### src/rtl/wdg_pkg.sv
package wdg_pkg;
  localparam int OFF_RELOAD = 'h000;
  localparam int OFF_COUNT  = 'h004;
  localparam int OFF_CTRL   = 'h008;
  localparam int OFF_CLEAR  = 'h00C;
  localparam int OFF_STATUS = 'h014;
  localparam int OFF_LOCK   = 'hC00;

  localparam logic [31:0] UNLOCK_KEY = 32'h1ACCE551;

  // Next counter value for one clock of an enabled, un-serviced counter.
  function automatic logic [31:0] count_step(input logic [31:0] cur,
                                             input logic [31:0] reload);
    return (cur == '0) ? reload : cur - 32'd1;
  endfunction

  // A key write decides the lock state: key opens, anything else closes.
  function automatic logic lock_after(input logic [31:0] data);
    return data != UNLOCK_KEY;
  endfunction
endpackage

### src/rtl/wdg_regs.sv
module wdg_regs #(
  parameter int ADDR_W = 12,
  parameter int DATA_W = 32,
  parameter logic [DATA_W-1:0] RESET_LOAD = '1
) (
  input  logic              clk,
  input  logic              rst_n,
  input  logic              wr_en,
  input  logic [ADDR_W-1:0] addr,
  input  logic [DATA_W-1:0] wdata,
  output logic              locked_o,
  output logic [DATA_W-1:0] reload_o,
  output logic              en_o,
  output logic              rst_en_o,
  output logic              clear_o,
  output logic              en_rise_o
);
  import wdg_pkg::*;

  logic locked_q, en_q, rst_en_q;
  logic [DATA_W-1:0] reload_q;

  // Named decode events
  logic hit_lock, wr_open, wr_reload, wr_ctrl;
  assign hit_lock  = wr_en && (addr == ADDR_W'(OFF_LOCK));
  assign wr_open   = wr_en && !locked_q;
  assign wr_reload = wr_open && (addr == ADDR_W'(OFF_RELOAD));
  assign wr_ctrl   = wr_open && (addr == ADDR_W'(OFF_CTRL));
  assign clear_o   = wr_open && (addr == ADDR_W'(OFF_CLEAR));
  assign en_rise_o = wr_ctrl && wdata[0] && !en_q;

  always_ff @(posedge clk or negedge rst_n) begin
    if (!rst_n) begin
      locked_q <= 1'b1;
      reload_q <= RESET_LOAD;
      en_q     <= 1'b0;
      rst_en_q <= 1'b0;
    end else begin
      if (hit_lock) locked_q <= lock_after(32'(wdata));
      if (wr_reload) reload_q <= wdata;
      if (wr_ctrl) begin
        en_q     <= wdata[0];
        rst_en_q <= wdata[1];
      end
    end
  end

  assign locked_o = locked_q;
  assign reload_o = reload_q;
  assign en_o     = en_q;
  assign rst_en_o = rst_en_q;

  p_locked_hold_r3: assert property (@(posedge clk) disable iff (!rst_n)
    (locked_q && wr_en && !hit_lock) |=> ($stable(reload_q) && $stable(en_q) && $stable(rst_en_q)));
  p_key_opens_r2: assert property (@(posedge clk) disable iff (!rst_n)
    (hit_lock && (32'(wdata) == UNLOCK_KEY)) |=> !locked_q);
  p_other_closes_r2: assert property (@(posedge clk) disable iff (!rst_n)
    (hit_lock && (32'(wdata) != UNLOCK_KEY)) |=> locked_q);
endmodule

### src/rtl/wdg_core.sv
module wdg_core #(
  parameter int DATA_W = 32,
  parameter logic [DATA_W-1:0] RESET_LOAD = '1
) (
  input  logic              clk,
  input  logic              rst_n,
  input  logic              en,
  input  logic              rst_en,
  input  logic [DATA_W-1:0] reload,
  input  logic              clear,
  input  logic              en_rise,
  output logic [DATA_W-1:0] count_o,
  output logic              pend_o,
  output logic              rst_req_o
);
  import wdg_pkg::*;

  logic [DATA_W-1:0] cnt_q;
  logic pend_q, rst_req_q;

  // Named internal events
  logic restart_ev, timeout_ev, escalate_ev;
  assign restart_ev  = clear || en_rise;
  assign timeout_ev  = en && !restart_ev && (cnt_q == '0);
  assign escalate_ev = timeout_ev && pend_q && rst_en;

  always_ff @(posedge clk or negedge rst_n) begin
    if (!rst_n) begin
      cnt_q     <= RESET_LOAD;
      pend_q    <= 1'b0;
      rst_req_q <= 1'b0;
    end else begin
      if (restart_ev) cnt_q <= reload;
      else if (en)    cnt_q <= DATA_W'(count_step(32'(cnt_q), 32'(reload)));
      if (clear)           pend_q <= 1'b0;
      else if (timeout_ev) pend_q <= 1'b1;
      if (escalate_ev) rst_req_q <= 1'b1;
    end
  end

  assign count_o   = cnt_q;
  assign pend_o    = pend_q;
  assign rst_req_o = rst_req_q;

  p_step_r5: assert property (@(posedge clk) disable iff (!rst_n)
    (en && !restart_ev && cnt_q != '0) |=> (cnt_q == $past(cnt_q) - 1'b1));
  p_wrap_r5: assert property (@(posedge clk) disable iff (!rst_n)
    timeout_ev |=> (cnt_q == $past(reload)));
  p_irq_set_r6: assert property (@(posedge clk) disable iff (!rst_n)
    timeout_ev |=> pend_q);
  p_sticky_r7: assert property (@(posedge clk) disable iff (!rst_n)
    rst_req_q |=> rst_req_q);
  p_needs_pend_r7: assert property (@(posedge clk) disable iff (!rst_n)
    $rose(rst_req_q) |-> $past(pend_q));
  p_needs_rsten_r8: assert property (@(posedge clk) disable iff (!rst_n)
    $rose(rst_req_q) |-> $past(rst_en));
  p_clear_wins_r9: assert property (@(posedge clk) disable iff (!rst_n)
    (clear && !rst_req_q) |=> (!pend_q && !rst_req_q));
  p_freeze_r10: assert property (@(posedge clk) disable iff (!rst_n)
    (!en && !restart_ev) |=> $stable(cnt_q));
endmodule

### src/rtl/wdg_top.sv
module wdg_top #(
  parameter int ADDR_W = 12,
  parameter int DATA_W = 32,
  parameter logic [DATA_W-1:0] RESET_LOAD = '1
) (
  input  logic              clk,
  input  logic              rst_n,
  input  logic              wr_en,
  input  logic              rd_en,
  input  logic [ADDR_W-1:0] addr,
  input  logic [DATA_W-1:0] wdata,
  output logic [DATA_W-1:0] rdata,
  output logic              irq,
  output logic              rst_req
);
  import wdg_pkg::*;

  localparam int PAD_CTRL = DATA_W - 2;
  localparam int PAD_BIT  = DATA_W - 1;

  logic locked, en, rst_en, clear, en_rise, pend;
  logic [DATA_W-1:0] reload, count;

  wdg_regs #(.ADDR_W(ADDR_W), .DATA_W(DATA_W), .RESET_LOAD(RESET_LOAD)) u_regs (
    .clk(clk), .rst_n(rst_n), .wr_en(wr_en), .addr(addr), .wdata(wdata),
    .locked_o(locked), .reload_o(reload), .en_o(en), .rst_en_o(rst_en),
    .clear_o(clear), .en_rise_o(en_rise)
  );

  wdg_core #(.DATA_W(DATA_W), .RESET_LOAD(RESET_LOAD)) u_core (
    .clk(clk), .rst_n(rst_n), .en(en), .rst_en(rst_en), .reload(reload),
    .clear(clear), .en_rise(en_rise), .count_o(count), .pend_o(pend),
    .rst_req_o(rst_req)
  );

  always_comb begin
    rdata = '0;
    if (rd_en) begin
      if (addr == ADDR_W'(OFF_RELOAD))      rdata = reload;
      else if (addr == ADDR_W'(OFF_COUNT))  rdata = count;
      else if (addr == ADDR_W'(OFF_CTRL))   rdata = {{PAD_CTRL{1'b0}}, rst_en, en};
      else if (addr == ADDR_W'(OFF_STATUS)) rdata = {{PAD_BIT{1'b0}}, pend};
      else if (addr == ADDR_W'(OFF_LOCK))   rdata = {{PAD_BIT{1'b0}}, locked};
    end
  end

  assign irq = pend;

  p_read_idle_r11: assert property (@(posedge clk) disable iff (!rst_n)
    !rd_en |-> (rdata == '0));
endmodule

### config.mk
export PLATFORM = sky130hd
export DESIGN_NAME = wdg_top
export DESIGN_NICKNAME = d
export VERILOG_FILES = /design/src/rtl/wdg_pkg.sv /design/src/rtl/wdg_regs.sv /design/src/rtl/wdg_core.sv /design/src/rtl/wdg_top.sv
export SDC_FILE = /design/constraint.sdc
export NUM_CORES = 1
export LEC_CHECK = 0
export BUFFER_PORTS_ARGS = -buffer_cell sky130_fd_sc_hd__buf_2
export CAP_MARGIN = 20
export CORE_ASPECT_RATIO = 0.75
export CORE_MARGIN = 3
export CORE_UTILIZATION = 40
export DETAILED_ROUTE_END_ITERATION = 16
export GPL_ROUTABILITY_DRIVEN = 0
export HOLD_SLACK_MARGIN = 0.15
export PLACE_DENSITY = 0.62
export SYNTH_ARGS = -nofsm -noshare
export SYNTH_HDL_FRONTEND = slang
export SYNTH_SLANG_ARGS = --single-unit
### constraint.sdc
create_clock -name clk -period 2.87 [get_ports clk]
set_input_delay 0.1435 -clock clk [delete_from_list [all_inputs] [get_ports clk]]
set_output_delay 0.1435 -clock clk [all_outputs]
set_load 0.01 [all_outputs]
==> impl_metrics.py, run 1 <==
metrics = {
    "run_status": {
        "status": "finished, final reports clean",
    },
    "routing": {
        "antenna_left": 0,
        "wl_um": 13200,
        "vias": 4287,
        "avgRoutedWirePerCell_um": 17.9,
        "drtPass1Iterations": 4,
        "drc": 0,
        "drt_iter0_drc": 296,
        "viasPerCell": 5.80,
    },
    "sta": {
        "worst_pin_slew_ns": 1.04,
        "finalCritPeriodShare": 0.932,
        "relSlewSlack": 0.307,
        "fmax_ghz": 0.374,
        "hold_viol": 0,
        "maxSlewViolCount": 0,
        "tns_ns": 0,
        "timing.final.crit_period_ns": 2.68,
        "rsz0062_at_grt": "false",
        "skew_ns": 0.00543,
        "finalSetupViolCount": 0,
        "fin_hold_ws_ns": 0.194,
    },
    "critical_path": {
        "critPathMaxFanout": 34,
        "worst_r2r_endpoint": "u_core.count_o[10]",
        "cp.arrival_ns": 2.94,
        "critPathMaxStageDelay_ns": 0.78,
        "r2r_cells": 8,
        "r2r_start": "u_core.count_o[0]",
        "cp_num_buf_inv": 1,
        "timing.critical_path.slowest_stage_cell": "a21oi_4",
        "critical_path.top_delay_family": "compound AO/OA/AOI/OAI gates",
        "crit_required_ns": 3.14,
        "cp-start-kind": "flop",
        "ff2ff_setup_slack_ns": 0.19,
        "critical_path.cell_chain": "inv_1, ha_1, nor2b_1, nor4b_1, and4_4, a21oi_4, a41oi_1, o22a_1",
        "worstSetupPathType": "reg2reg",
        "worst_setup_path_end_kind": "flop",
    },
    "logic_synthesis": {
        "syn_nets": 528,
        "ys_ff_latch": 69,
        "ys.flop_type": "dfstp_2",
        "ys_seq_area_frac": 0.409,
        "avgSynthCellArea_um2": 9.26,
        "ys_types": 59,
        "synthCells": 478,
        "synth_edf_count": 0,
        "syn-cell-area_um2": 4430,
        "async_flop_share": 1.00,
        "yosysWarnings": 0,
    },
    "clocking": {
        "ctsHoldBuffers": 36,
        "clock_sinks": 69,
        "cts_tree": "done",
        "cts_buffer_depth": 2,
        "post_cts_buffers": 0,
        "postCtsResizedCells": 0,
        "root_buffer": "clkbuf_16",
        "cts_buffers": 9,
        "clk_latency_ns": 0.34,
        "clkSlewWorstSetupHoldPaths_ns": 0.06,
        "htreeDepth": 3,
    },
    "finish": {
        "area_growth_pct": 27.6,
        "fillerInstances": 980,
        "final_cells": 739,
        "fin_nets": 648,
        "antennaDiodeCount": 0,
        "final_layout_size_suffix_gt1_frac": 0.393,
    },
    "job": {
        "maxCapViolCount": 0,
    },
    "place": {
        "io_buffers": 81,
        "dpl.hpwl_um": 9470,
        "dp.cells": 687,
    },
    "power_and_ir_drop": {
        "vdd_drop_max_mv": 0.504,
        "p_leak_nw": 2.44,
        "powerDensity_nw_per_um2": 754,
    },
    "global_route": {
        "gr-total-overflow": 0,
        "grt_max_degree": 41,
        "antenna_found_initial": 0,
        "grt_pass1_vias": 4236,
        "groute.usage.overall": 0.220,
        "grt_first_pass_wirelength_um": 22100,
    },
    "floorplan": {
        "dieArea_um2": 12400,
        "start_util": 0.420,
        "pin_count": 82,
        "die_width_um": 127,
        "die_h_um": 97.1,
        "fp-row-count": 32,
        "coreArea_um2": 10500,
    },
    "min_path": {
        "hp-class": "in2reg",
        "worstHoldEndpoint": "u_regs.locked_o",
        "hp-start": "addr[8]",
        "holdPathStages": 5,
    },
}
==> where the power goes <==
group          switching (mW)  total, mW  internal [mW]
registers               0.323       1.66           1.34
clock network           0.411      0.990          0.578
logic                   0.874       1.60          0.730
total                    1.61       4.26           2.65
==> cells in the final DEF (no fill, tap or decap), types with 3 or more instances in the layout <==
master | netlist | routed
a21oi_1 | 31 | 31
a22oi_1 | 33 | 33
a31oi_1 | 4 | 4
a41oi_1 | 4 | 4
and3_1 | 4 | 4
buf_2 | 4 | 81
buf_4 | 2 | 25
clkbuf_16 | 0 | 9
clkinv_2 | 0 | 4
dfrtp_1 | 4 | 4
dfstp_2 | 65 | 65
dlygate4sd3_1 | 0 | 36
inv_1 | 14 | 14
mux2_2 | 33 | 33
mux2i_1 | 6 | 6
nand2_1 | 26 | 26
nand3_1 | 31 | 31
nand4_1 | 12 | 12
nor2_1 | 50 | 48
nor3_1 | 18 | 18
nor4_1 | 8 | 8
nor4_4 | 3 | 3
nor4b_1 | 5 | 5
nor4bb_1 | 4 | 4
o211ai_1 | 5 | 5
o21a_1 | 3 | 3
o21ai_0 | 20 | 20
o21ai_1 | 3 | 3
o22a_1 | 6 | 6
or2_2 | 4 | 4
or3_1 | 6 | 6
or4_1 | 8 | 8
or4_4 | 3 | 3
==> routing by layer <==
| metal | vias to the layer above | GRT usage | share of wire |
|---|---|---|---|
| met5 | - | 0 | 0 |
| met4 | 0 | 0.0552 | 0.014 |
| met3 | 16 | 0.0511 | 0.068 |
| met2 | 161 | 0.328 | 0.44 |
| met1 | 2057 | 0.322 | 0.48 |
| li1 | 2053 | - | - |
==> cell families (layout without fill, tap and decap cells) <==
group           Yosys count  after routing  synth area share
compound gates          130            130             0.200
buf+inv                  47            172            0.0495
simple gates            191            191             0.239
flops                    69             69             0.409
mux                      39             39            0.0975
fa+ha+maj                 2              2           0.00565
==> registers in the layout, indices dropped and copies added (netlist names) <==
| name | cells |
|---|---|
| u_regs.rst_en_o | 1 |
| u_regs.reload_o | 32 |
| u_core.rst_req_o | 1 |
| u_core.count_o | 32 |
| u_regs.en_o | 1 |
| u_regs.locked_o | 1 |
| u_core.pend_o | 1 |
==> area by class of cell <==
| cell class | count | area [um2] | share of cell area |
|---|---|---|---|
| clock buffers | 11 | 233 | 0.0412 |
| clock inverters | 5 | 27.5 | 0.00487 |
| inverters | 14 | 52.6 | 0.00930 |
| multi-input cells | 362 | 2400 | 0.426 |
| flip-flops and latches | 69 | 1810 | 0.320 |
| well taps | 136 | 170 | 0.0301 |
| repair buffers | 142 | 953 | 0.169 |
==> synthesized netlist by cell type, drive strengths merged (12+ instances only) <==
cell type   n  area, um2
clkbuf     22       82.6
mux2       33        372
nor2       50        188
dfstp      65       1710
a22oi      33        248
nand3      31        155
nor3       18       90.1
inv        14       52.6
o21ai      23        115
a21oi      33        180
nand2      26       97.6
nand4      12       75.1
==> how the worst max path moves through the flow <==
stage | from | endpoint | depth (start not counted)
3_5_place_dp | u_core.count_o[0] | u_core.count_o[10] | 8
5_1_grt | u_core.count_o[0] | u_core.count_o[10] | 8
3_3_place_gp | u_core.count_o[0] | u_core.count_o[12] | 8
2_1_floorplan | u_core.count_o[0] | u_core.count_o[28] | 8
6_report | u_core.count_o[0] | u_core.count_o[10] | 8
4_1_cts | u_core.count_o[0] | u_core.count_o[17] | 8
==> per-stage QoR <==
stage	setup WS [ns]	total power [mW]	cell area, um2	utilization
CTS	0.215	4.26	5650	0.536
detailed placement	0.229	3.21	5030	0.477
finish	0.194	4.26	5650	0.536
floorplan	0.505	2.70	4430	-
global placement	0.282	3.17	5030	0.477
global route	0.0674	4.54	5650	0.536
==> tightest hold or removal path: cells and delay by family <==
kind,cells,cell delay (ns)
compound gates,1,0.07
simple gates,3,0.19
buf+inv,1,0.09
Note: power is estimated with default switching activity, not from simulation.
==> run 2, diff against run 1 <==
- CORE_MARGIN: 3 -> 2
- GPL_TIMING_DRIVEN: unset -> 1
- clock period: 2.87 -> 2.6 ns (I/O delays scaled with it)
==> run 2 against run 1 <==
Register-to-register slack gained 0.03 ns. Clock power rose by 45%. Combinational power rose by 14%. Sequential power rose by 10%. Non-clock buffer count down 1. Power increased by 20%. Final area grew 2.4%. Die area decreased by 3.6%. Critical endpoint is now rdata[0]. Via count up 1.4%. First-iteration DRC count rose by 2.7%. Clock skew up 0.0013 ns. Routed wire length grew 1.5%.
==> impl_metrics.py, run 2 (same netlist as run 1, synthesis figures left out) <==
metrics = {
    "sta": {
        "finalCritPeriodShare": 0.922,
        "skew_ns": 0.00672,
        "relSlewSlack": 0.476,
        "hold_viol": 0,
        "worst_pin_slew_ns": 0.786,
        "finalSetupViolCount": 0,
        "fmax_ghz": 0.417,
        "maxSlewViolCount": 0,
        "rsz0062_at_grt": "false",
        "setup_ws_ns": 0.202,
        "fin_hold_ws_ns": 0.284,
        "timing.final.crit_period_ns": 2.40,
    },
    "global_route": {
        "gr-total-overflow": 0,
        "grt_first_pass_wirelength_um": 22200,
        "grt_max_degree": 39,
        "groute.usage.overall": 0.234,
        "grt_pass1_vias": 4227,
        "antenna_found_initial": 0,
    },
    "routing": {
        "drtPass1Iterations": 4,
        "antenna_left": 0,
        "avgRoutedWirePerCell_um": 18.1,
        "vias": 4345,
        "viasPerCell": 5.85,
        "drt_iter0_drc": 304,
        "drc": 0,
        "wl_um": 13400,
    },
    "finish": {
        "antennaDiodeCount": 0,
        "utilization": 0.533,
        "area_growth_pct": 30.7,
        "final_layout_size_suffix_gt1_frac": 0.396,
        "layout_common_cells": "buf_2 (81), dfstp_2 (65), nor2_1 (48)",
        "fin_nets": 648,
        "layout_commonest_cell": "buf_2",
    },
    "job": {
        "maxCapViolCount": 0,
    },
    "clocking": {
        "root_buffer": "clkbuf_16",
        "clock_sinks": 69,
        "post_cts_buffers": 0,
        "cts_buffers": 9,
        "htreeDepth": 3,
        "clkSlewWorstSetupHoldPaths_ns": 0.06,
        "clk_latency_ns": 0.34,
        "cts_buffer_depth": 2,
        "cts_tree": "done",
    },
    "critical_path": {
        "cp-start-kind": "input port",
        "worstSetupPathType": "in2out",
        "cp.arrival_ns": 2.27,
        "crit_required_ns": 2.47,
        "worst_setup_path_end_kind": "output port",
        "critPathMaxFanout": 11,
    },
    "power_and_ir_drop": {
        "total_power_mw": 5.09,
        "p_leak_nw": 2.48,
        "vdd_drop_max_mv": 0.500,
        "powerDensity_nw_per_um2": 880,
    },
    "floorplan": {
        "die_width_um": 125,
        "die_h_um": 95.1,
        "pin_count": 82,
        "dieArea_um2": 11900,
        "fp-row-count": 33,
        "start_util": 0.408,
        "coreArea_um2": 10900,
    },
    "place": {
        "io_buffers": 81,
        "dpl.hpwl_um": 9250,
        "dp_worst_setup_slack_ns": -0.0690,
    },
    "run_status": {
        "status": "finished, final reports clean",
    },
    "min_path": {
        "hp-class": "in2reg",
    },
}
run 2: changes by cell type in the layout (fill, tap and decap cells not counted), moves of 2 or more:
cell       previous run  this run
buf_4                25        21
bufinv_16             0         3
clkinv_2              4         1
buf_12                0         2
clkbuf_1              2         0
run 2: final cells by class:
| type | instances | area (um2) |
|---|---|---|
| Fill cell | 987 | 5070 |
| Multi-Input combinational cell | 363 | 2430 |
| Sequential cell | 69 | 1810 |
| Timing Repair Buffer | 141 | 973 |
| Clock buffer | 10 | 239 |
| Tap cell | 140 | 175 |
| Clock inverter | 6 | 110 |
| Inverter | 14 | 52.6 |
run 2: final timing paths:
path                       depth (start not counted)               from  slack (ns)                 end
min in group asynchronous                          2              rst_n        0.42       u_core.pend_o
max reg2reg                                        7  u_core.count_o[9]        0.22   u_core.count_o[8]
max                                                9            addr[2]        0.20            rdata[0]
max in group asynchronous                          3              rst_n        1.44  u_core.count_o[15]
min                                                4            addr[6]        0.28       u_core.pend_o
min reg2reg                                        1   u_core.rst_req_o        0.49    u_core.rst_req_o
run 2: power by group:
group | switching, mW | total, mW | internal (mW)
Sequential | 0.355 | 1.83 | 1.48
Clock | 0.479 | 1.44 | 0.961
Combinational | 1.00 | 1.82 | 0.811
Total | 1.84 | 5.09 | 3.25
run 2: critical path, stage by stage:
cell,delay (ns)
dlygate4sd3_1,0.53
buf_2,0.19
nor4_1,0.32
nand2b_1,0.17
nor4_1,0.37
a32oi_1,0.09
o22ai_1,0.15
o311a_1,0.20
buf_2,0.13
run 2: stage by stage:
stage	std cells	instance area (um2)	TNS, ns
6_report	743	5780	0
5_1_grt	743	5780	0
3_3_place_gp	689	5040	0
3_5_place_dp	689	5040	-0.284
2_1_floorplan	478	4430	0
4_1_cts	743	5770	0
run 2: repair_timing:
action | 4_1_cts | 5_1_grt
hold endpoints to repair | 40 | 0
resized for setup | 0 | 2
pin swaps | 0 | 0
gates cloned | 1 | 0
endpoints found under the setup margin | 11 | 15
hold buffers | 37 | 0
run 2: routing by layer:
layer	GRT usage	wire, um	vias up
met4	0.0565	141	0
li1	-	-	2062
met3	0.0438	818	16
met2	0.358	5820	160
met5	0	0	-
met1	0.342	6650	2107
